==> config.mk <==
export PLATFORM = sky130hd
export DESIGN_NAME = mdu_hilo
export DESIGN_NICKNAME = d
export VERILOG_FILES = /design/src/rtl/mdu_pkg.sv /design/src/rtl/mdu_decode.sv /design/src/rtl/mdu_mul_core.sv /design/src/rtl/mdu_div_core.sv /design/src/rtl/mdu_hilo.sv
export SDC_FILE = /design/constraint.sdc
export NUM_CORES = 1
export LEC_CHECK = 0
export ABC_CLOCK_PERIOD_IN_PS = 7200
export BUFFER_PORTS_ARGS = -buffer_cell sky130_fd_sc_hd__buf_2
export CAP_MARGIN = 20
export CORE_MARGIN = 2
export CORE_UTILIZATION = 60
export DETAILED_ROUTE_END_ITERATION = 10
export PLACE_DENSITY = 0.91
export SYNTH_ARGS = -nofsm -noshare
export SYNTH_HDL_FRONTEND = slang
export SYNTH_SLANG_ARGS = --single-unit
export TNS_END_PERCENT = 1
==> constraint.sdc <==
create_clock -name clk -period 7.2 [get_ports clk]
set_input_delay 1.08 -clock clk [delete_from_list [all_inputs] [get_ports clk]]
set_output_delay 1.08 -clock clk [all_outputs]
set_load 0.05 [all_outputs]
==> src/rtl/mdu_pkg.sv <==
package mdu_pkg;

   localparam logic [5:0] FN_RD_HI = 6'b010000;
   localparam logic [5:0] FN_WR_HI = 6'b010001;
   localparam logic [5:0] FN_RD_LO = 6'b010010;
   localparam logic [5:0] FN_WR_LO = 6'b010011;
   localparam logic [5:0] FN_MUL_S = 6'b011000;
   localparam logic [5:0] FN_MUL_U = 6'b011001;
   localparam logic [5:0] FN_DIV_S = 6'b011010;
   localparam logic [5:0] FN_DIV_U = 6'b011011;

   typedef struct packed {
      logic run_mul;
      logic run_div;
      logic sgn;
      logic wr_hi;
      logic wr_lo;
      logic rd_hi;
      logic rd_lo;
   } op_dec_t;

endpackage

==> src/rtl/mdu_decode.sv <==
module mdu_decode
   import mdu_pkg::*;
(
   input  logic       valid,
   input  logic [5:0] fn,
   output op_dec_t    dec
);

   always_comb begin
      dec = '0;
      if (valid) begin
         case (fn)
            FN_MUL_S: begin dec.run_mul = 1'b1; dec.sgn = 1'b1; end
            FN_MUL_U: dec.run_mul = 1'b1;
            FN_DIV_S: begin dec.run_div = 1'b1; dec.sgn = 1'b1; end
            FN_DIV_U: dec.run_div = 1'b1;
            FN_WR_HI: dec.wr_hi = 1'b1;
            FN_WR_LO: dec.wr_lo = 1'b1;
            FN_RD_HI: dec.rd_hi = 1'b1;
            FN_RD_LO: dec.rd_lo = 1'b1;
            default:  dec = '0;
         endcase
      end
   end

endmodule

==> src/rtl/mdu_mul_core.sv <==
module mdu_mul_core #(
   parameter int W = 32
) (
   input  logic           clk,
   input  logic           load,
   input  logic           step,
   input  logic [W-1:0]   mcand_in,
   input  logic [W-1:0]   mplier_in,
   output logic [2*W-1:0] prod_nxt
);

   logic [W-1:0]   mcand_q;
   logic [2*W-1:0] prod_q;
   logic [W:0]     upper_sum;

   always_comb begin
      upper_sum = {1'b0, prod_q[2*W-1:W]} + (prod_q[0] ? {1'b0, mcand_q} : '0);
      prod_nxt  = {upper_sum, prod_q[W-1:1]};
   end

   always_ff @(posedge clk) begin
      if (load) begin
         mcand_q <= mcand_in;
         prod_q  <= {{W{1'b0}}, mplier_in};
      end else if (step) begin
         prod_q  <= prod_nxt;
      end
   end

endmodule

==> src/rtl/mdu_div_core.sv <==
module mdu_div_core #(
   parameter int W = 32
) (
   input  logic         clk,
   input  logic         rst,
   input  logic         load,
   input  logic         step,
   input  logic         last,
   input  logic [W-1:0] dvd_in,
   input  logic [W-1:0] dvs_in,
   output logic [W-1:0] quo_nxt,
   output logic [W-1:0] rem_nxt
);

   logic [W-1:0] dvs_q;
   logic [W-1:0] rem_q;
   logic [W-1:0] quo_q;
   logic [W:0]   shifted;
   logic [W-1:0] trial;
   logic         fits;

   always_comb begin
      shifted = {rem_q, quo_q[W-1]};
      fits    = shifted >= {1'b0, dvs_q};
      trial   = shifted[W-1:0] - dvs_q;
      rem_nxt = fits ? trial : shifted[W-1:0];
      quo_nxt = {quo_q[W-2:0], fits};
   end

   always_ff @(posedge clk) begin
      if (load) begin
         dvs_q <= dvs_in;
         rem_q <= '0;
         quo_q <= dvd_in;
      end else if (step) begin
         rem_q <= rem_nxt;
         quo_q <= quo_nxt;
      end
   end

   AST_REM_BELOW_DIVISOR: assert property (@(posedge clk) disable iff (rst)
      (last && dvs_q != '0) |-> (rem_nxt < dvs_q));

endmodule

==> src/rtl/mdu_hilo.sv <==
module mdu_hilo
   import mdu_pkg::*;
#(
   parameter int WIDTH = 32
) (
   input  logic             clk,
   input  logic             rst,
   input  logic             start,
   input  logic [5:0]       func,
   input  logic [WIDTH-1:0] opa,
   input  logic [WIDTH-1:0] opb,
   output logic             busy,
   output logic [WIDTH-1:0] hi,
   output logic [WIDTH-1:0] lo,
   output logic             rd_valid,
   output logic [WIDTH-1:0] rd_data
);

   localparam int CW = (WIDTH > 2) ? $clog2(WIDTH) : 1;
   localparam logic [CW-1:0] CNT_INIT = CW'(WIDTH - 1);

   generate
      if (WIDTH < 2) begin : g_bad_width
         $error("mdu_hilo: WIDTH must be at least 2");
      end
   endgenerate

   op_dec_t          dec;
   logic             accept;
   logic             busy_q;
   logic [CW-1:0]    cnt_q;
   logic             is_div_q;
   logic             neg_res_q;
   logic             neg_rem_q;
   logic             pend_q;
   logic             pend_hi_q;
   logic [WIDTH-1:0] hi_q;
   logic [WIDTH-1:0] lo_q;
   logic             rdv_q;
   logic [WIDTH-1:0] rdd_q;

   logic [WIDTH-1:0]   mag_a;
   logic [WIDTH-1:0]   mag_b;
   logic               last;
   logic               busy_rd;
   logic               busy_rd_hi;
   logic [2*WIDTH-1:0] prod_nxt;
   logic [2*WIDTH-1:0] prod_fix;
   logic [WIDTH-1:0]   quo_nxt;
   logic [WIDTH-1:0]   rem_nxt;
   logic [WIDTH-1:0]   quo_fix;
   logic [WIDTH-1:0]   rem_fix;
   logic [WIDTH-1:0]   fin_hi;
   logic [WIDTH-1:0]   fin_lo;

   assign accept = start && !busy_q;

   mdu_decode u_decode (
      .valid (accept),
      .fn    (func),
      .dec   (dec)
   );

   always_comb begin
      mag_a      = (dec.sgn && opa[WIDTH-1]) ? (~opa + 1'b1) : opa;
      mag_b      = (dec.sgn && opb[WIDTH-1]) ? (~opb + 1'b1) : opb;
      last       = busy_q && (cnt_q == '0);
      busy_rd    = start && busy_q && ((func == FN_RD_HI) || (func == FN_RD_LO));
      busy_rd_hi = (func == FN_RD_HI);
   end

   mdu_mul_core #(.W(WIDTH)) u_mul (
      .clk       (clk),
      .load      (dec.run_mul),
      .step      (busy_q),
      .mcand_in  (mag_a),
      .mplier_in (mag_b),
      .prod_nxt  (prod_nxt)
   );

   mdu_div_core #(.W(WIDTH)) u_div (
      .clk     (clk),
      .rst     (rst),
      .load    (dec.run_div),
      .step    (busy_q),
      .last    (last),
      .dvd_in  (mag_a),
      .dvs_in  (mag_b),
      .quo_nxt (quo_nxt),
      .rem_nxt (rem_nxt)
   );

   always_comb begin
      prod_fix = neg_res_q ? (~prod_nxt + 1'b1) : prod_nxt;
      quo_fix  = neg_res_q ? (~quo_nxt + 1'b1) : quo_nxt;
      rem_fix  = neg_rem_q ? (~rem_nxt + 1'b1) : rem_nxt;
      fin_hi   = is_div_q ? rem_fix : prod_fix[2*WIDTH-1:WIDTH];
      fin_lo   = is_div_q ? quo_fix : prod_fix[WIDTH-1:0];
   end

   always_ff @(posedge clk) begin
      if (rst) begin
         busy_q    <= 1'b0;
         cnt_q     <= '0;
         is_div_q  <= 1'b0;
         neg_res_q <= 1'b0;
         neg_rem_q <= 1'b0;
         pend_q    <= 1'b0;
         pend_hi_q <= 1'b0;
         hi_q      <= '0;
         lo_q      <= '0;
         rdv_q     <= 1'b0;
         rdd_q     <= '0;
      end else begin
         rdv_q <= 1'b0;
         if (last) begin
            busy_q <= 1'b0;
            hi_q   <= fin_hi;
            lo_q   <= fin_lo;
            pend_q <= 1'b0;
            if (pend_q || busy_rd) begin
               rdv_q <= 1'b1;
               if (busy_rd ? busy_rd_hi : pend_hi_q) rdd_q <= fin_hi;
               else                                  rdd_q <= fin_lo;
            end
         end else if (busy_q) begin
            cnt_q <= cnt_q - 1'b1;
            if (busy_rd) begin
               pend_q    <= 1'b1;
               pend_hi_q <= busy_rd_hi;
            end
         end else begin
            if (dec.run_mul || dec.run_div) begin
               busy_q    <= 1'b1;
               cnt_q     <= CNT_INIT;
               is_div_q  <= dec.run_div;
               neg_res_q <= dec.sgn && (opa[WIDTH-1] ^ opb[WIDTH-1]);
               neg_rem_q <= dec.sgn && opa[WIDTH-1];
            end
            if (dec.wr_hi) hi_q <= opa;
            if (dec.wr_lo) lo_q <= opa;
            if (dec.rd_hi) begin rdv_q <= 1'b1; rdd_q <= hi_q; end
            if (dec.rd_lo) begin rdv_q <= 1'b1; rdd_q <= lo_q; end
         end
      end
   end

   assign busy     = busy_q;
   assign hi       = hi_q;
   assign lo       = lo_q;
   assign rd_valid = rdv_q;
   assign rd_data  = rdd_q;

   logic [CW:0] age_q;
   always_ff @(posedge clk) begin
      if (rst || !busy_q) age_q <= '0;
      else                age_q <= age_q + 1'b1;
   end

   AST_BUSY_SPAN: assert property (@(posedge clk) disable iff (rst)
      $fell(busy_q) |-> (age_q == (CW+1)'(WIDTH)));

   AST_PAIR_HOLD: assert property (@(posedge clk) disable iff (rst)
      busy_q |=> (!busy_q || ($stable(hi_q) && $stable(lo_q))));

   AST_READ_WHEN_IDLE: assert property (@(posedge clk) disable iff (rst)
      rdv_q |-> !busy_q);

   AST_MOVE_NO_BUSY: assert property (@(posedge clk) disable iff (rst)
      (start && !busy_q && (func[5:2] != 4'b0110)) |=> !busy_q);

endmodule

==> results.yml <==
synthesis:
  yosysSeqAreaShare_pct: 32.25
  netlist_area_um2: 22590
  synth.most_common_cell: "nand2_1"
  synth_cell_type_count: 97
  synth_seq_cells: 300
  ys.flop_type: "dfxtp_1"
  synth_edf_count: 128
  synth_area_leader_cell: "edfxtp_1"
  synth_common_cells: "nand2_1 (396), nor2_1 (230), o21ai_0 (191)"
  synth.area.top_cells: "edfxtp_1 (17%), dfxtp_1 (15%), nand2_1 (6.6%)"
  synth_cells: 2782
  syn_nets: 2927
  synth_top_area_share_pct: 17.01
  yosys_warnings: 0
  avgSynthCellArea_um2: 8.121
  async_flop_share_pct: 0
cells_and_area:
  design_area_um2: 24790
  fin_util_pct: 66.29
  areaGrowthSynthToFinish_pct: 9.736
  nets: 2989
  drive_gt1_share_pct: 13.58
global_route:
  grt_start_max_net_pins: 97
  grt_busiest_layer: "met2"
  met3_usage_pct: 10.29
  antenna_found_initial: 0
  grt_use_total_pct: 43.47
  grt_overflow: 0
  groute.layer.met1.usage_pct: 54.50
  grt_use_met2_pct: 66.52
  grt_pass1_wl_um: 129900
  grt_pass1_vias: 21943
timing:
  worst_pin_slew_ns: 1.365
  slew_headroom_pct: 8.971
  fin_skew_ns: 0.01928
  fmax_mhz: 157.2
  slew_viol_final: 0
  period_minus_slack_ns: 6.361
  fin_crit_sh_pct: 88.35
  setup_viol: 0
  hold_viol: 0
  hold_slack_ns: 0.4611
  tns_ns: 0
  rsz0062_at_grt: "no"
floorplan:
  die_h_um: 198.1
  initial_utilization_pct: 60.41
  die_area_um2: 39220
  io_pins: 171
  die_width_um: 198.1
  core_um2: 37400
  num_rows: 71
clock_network:
  h-tree-depth: 2
  cts-resized-gates: 0
  clk_latency_ns: 0.57
  cts_hold_buf: 0
  clk_pin_slew_ns: 0.06
  cts_buffers: 35
  cts_tree: "built"
  clock_path_buffers: 3
  cts-root-buf: "clkbuf_16"
  clock-sinks: 300
  postCtsSetupBuffers: 0
setup_path:
  max_stage_delay_ns: 0.64
  r2r-start: "u_div.dvs_q[26]$_DFFE_PP_"
  cp.arrival_ns: 6.82
  start_kind: "register"
  worstSetupPathType: "reg -> reg"
  worstReg2RegEnd: "rd_data[30]$_SDFFE_PP0P_"
  reg2reg_depth: 20
  cp_max_fo: 10
  ff2ff_setup_slack_ns: 0.84
  required_ns: 7.66
  cp-end-kind: "register"
  worstPathCellList: "inv_1, ha_1, a21oi_1, o21ai_0, a2111oi_0, o211a_1, nand2_2, mux2i_1, ha_1, inv_1, or4_1, or3_1, or4_1, nor3_1, a41oi_1, nor4_1, a41oi_1, xnor2_1, nor2_1, o31a_1"
  crit_path_top_delay_cell: "a2111oi_0"
route:
  drt_wl_total_um: 86570
  ant_nets: 0
  via_count: 23672
  viasPerCell: 6.997
  dr.pass1.iters: 8
  route.detailed.drc: 0
  routedWlPerCell_um: 25.59
  drt_iter0_drc: 3370
power_and_ir_drop:
  p_leak_nw: 9.986
  power_density_nw_per_um2: 306.3
  power.ir.vdd_worst_mv: 0.1805
outcome:
  outcome: "completed"
placed_design:
  gp_congestion: 1.044
  io_buffer_count: 170
  post-dp-hpwl_um: 64620
  place_area_um2: 23640
worst_hold_path:
  hold_class: "reg -> reg"
  hold_end: "rd_data[11]$_SDFFE_PP0P_"
  holdPathStages: 2
  min_from: "rd_data[11]$_SDFFE_PP0P_"
run:
  cap_violations: 0
## critical path, delay by kind of cell (launching register included)
kind	cells	cell delay [ns]
compound gates	7	2.23
xor+xnor	1	0.23
flops	1	0.33
buf+inv	2	0.11
simple gates	7	2.41
mux	1	0.31
fa+ha+maj	2	0.62
## worst max-delay path by stage
stage / start / to / slack, ns / cells past startpoint
2_1_floorplan: u_div.dvs_q[22]$_DFFE_PP_ / hi[24]$_SDFFE_PP0P_ / 1.36 / 27
3_3_place_gp: u_div.dvs_q[26]$_DFFE_PP_ / rd_data[30]$_SDFFE_PP0P_ / 1.40 / 20
3_5_place_dp: u_div.dvs_q[26]$_DFFE_PP_ / rd_data[30]$_SDFFE_PP0P_ / 1.07 / 20
4_1_cts: u_div.dvs_q[26]$_DFFE_PP_ / rd_data[30]$_SDFFE_PP0P_ / 1.04 / 20
5_1_grt: u_div.rem_q[2]$_SDFFE_PP0P_ / rd_data[30]$_SDFFE_PP0P_ / 0.58 / 20
6_report: u_div.dvs_q[26]$_DFFE_PP_ / rd_data[30]$_SDFFE_PP0P_ / 0.84 / 20
## power breakdown
group	internal [mW]	switching (mW)	total, mW
clock network	1.04	0.779	1.82
registers	1.95	0.185	2.13
logic	1.15	2.49	3.64
total	4.13	3.46	7.59
## stage by stage
step	power [mW]	std cells	setup WS [ns]
detailed placement	5.614	3315	1.065
global placement	5.552	3315	1.399
finish	7.593	3383	0.8388
floorplan	4.487	2782	1.360
global route	7.869	3382	0.5761
CTS	7.407	3379	1.042
## kinds of logic (layout without fill, tap and decap cells)
family / count (synthesis) / in the layout / synth area share [%]
and+or+nand+nor: 1030 / 1030 / 21.74
AOI/OAI and AO/OA: 813 / 813 / 23.76
DFF: 300 / 300 / 32.25
buffers and inverters: 257 / 346 / 4.508
xor gates and xnor gates: 160 / 160 / 6.203
muxes: 150 / 150 / 7.482
adders and majority gates: 72 / 72 / 4.054
other: 0 / 1 / 0
## placed cells by master, fill, tap and decap left out, drive strengths merged, types with 11 or more instances in the layout
cell type / count
or3: 52
mux2i: 89
clkbuf: 54
nand3: 56
o211ai: 33
o21ai: 191
and3: 18
or4: 24
nor2: 230
o41ai: 14
xor2: 79
o21a: 16
nor3: 75
edfxtp: 128
nor4: 28
and2: 50
or2: 12
xnor2: 81
buf: 203
a21o: 29
a31oi: 31
o31ai: 46
mux2: 51
o22ai: 27
nor2b: 14
nand2: 396
o311ai: 12
a21oi: 188
nand4: 31
ha: 70
inv: 79
dfxtp: 172
a211oi: 80
a22o: 20
o21bai: 11
## state kept, by name (all words and copies together) (netlist names), 5 cells and up
register / count
hi: 32
u_mul.mcand_q: 32
u_div.dvs_q: 32
lo: 32
u_mul.prod_q: 64
cnt_q: 5
u_div.rem_q: 32
u_div.quo_q: 32
rd_data: 32
## routing by layer
metal,up-vias,wire [um],share of wire [%]
met5,-,0,0
met4,0,7091,8.2
met3,455,10620,12
met2,1745,37910,44
met1,11067,30960,36
li1,10405,-,-
## final cells by class
type                    count  area (um^2)
clock buffers              52        999.7
clock inverters            12        127.6
multi-input cells        2225        14320
repair buffers            205         1119
fillers                  3101        12610
well taps                 511        639.4
inverters                  77        289.0
flip-flops and latches    300         7293
diodes                      1        2.502
Power figures use the tool's default switching activity.
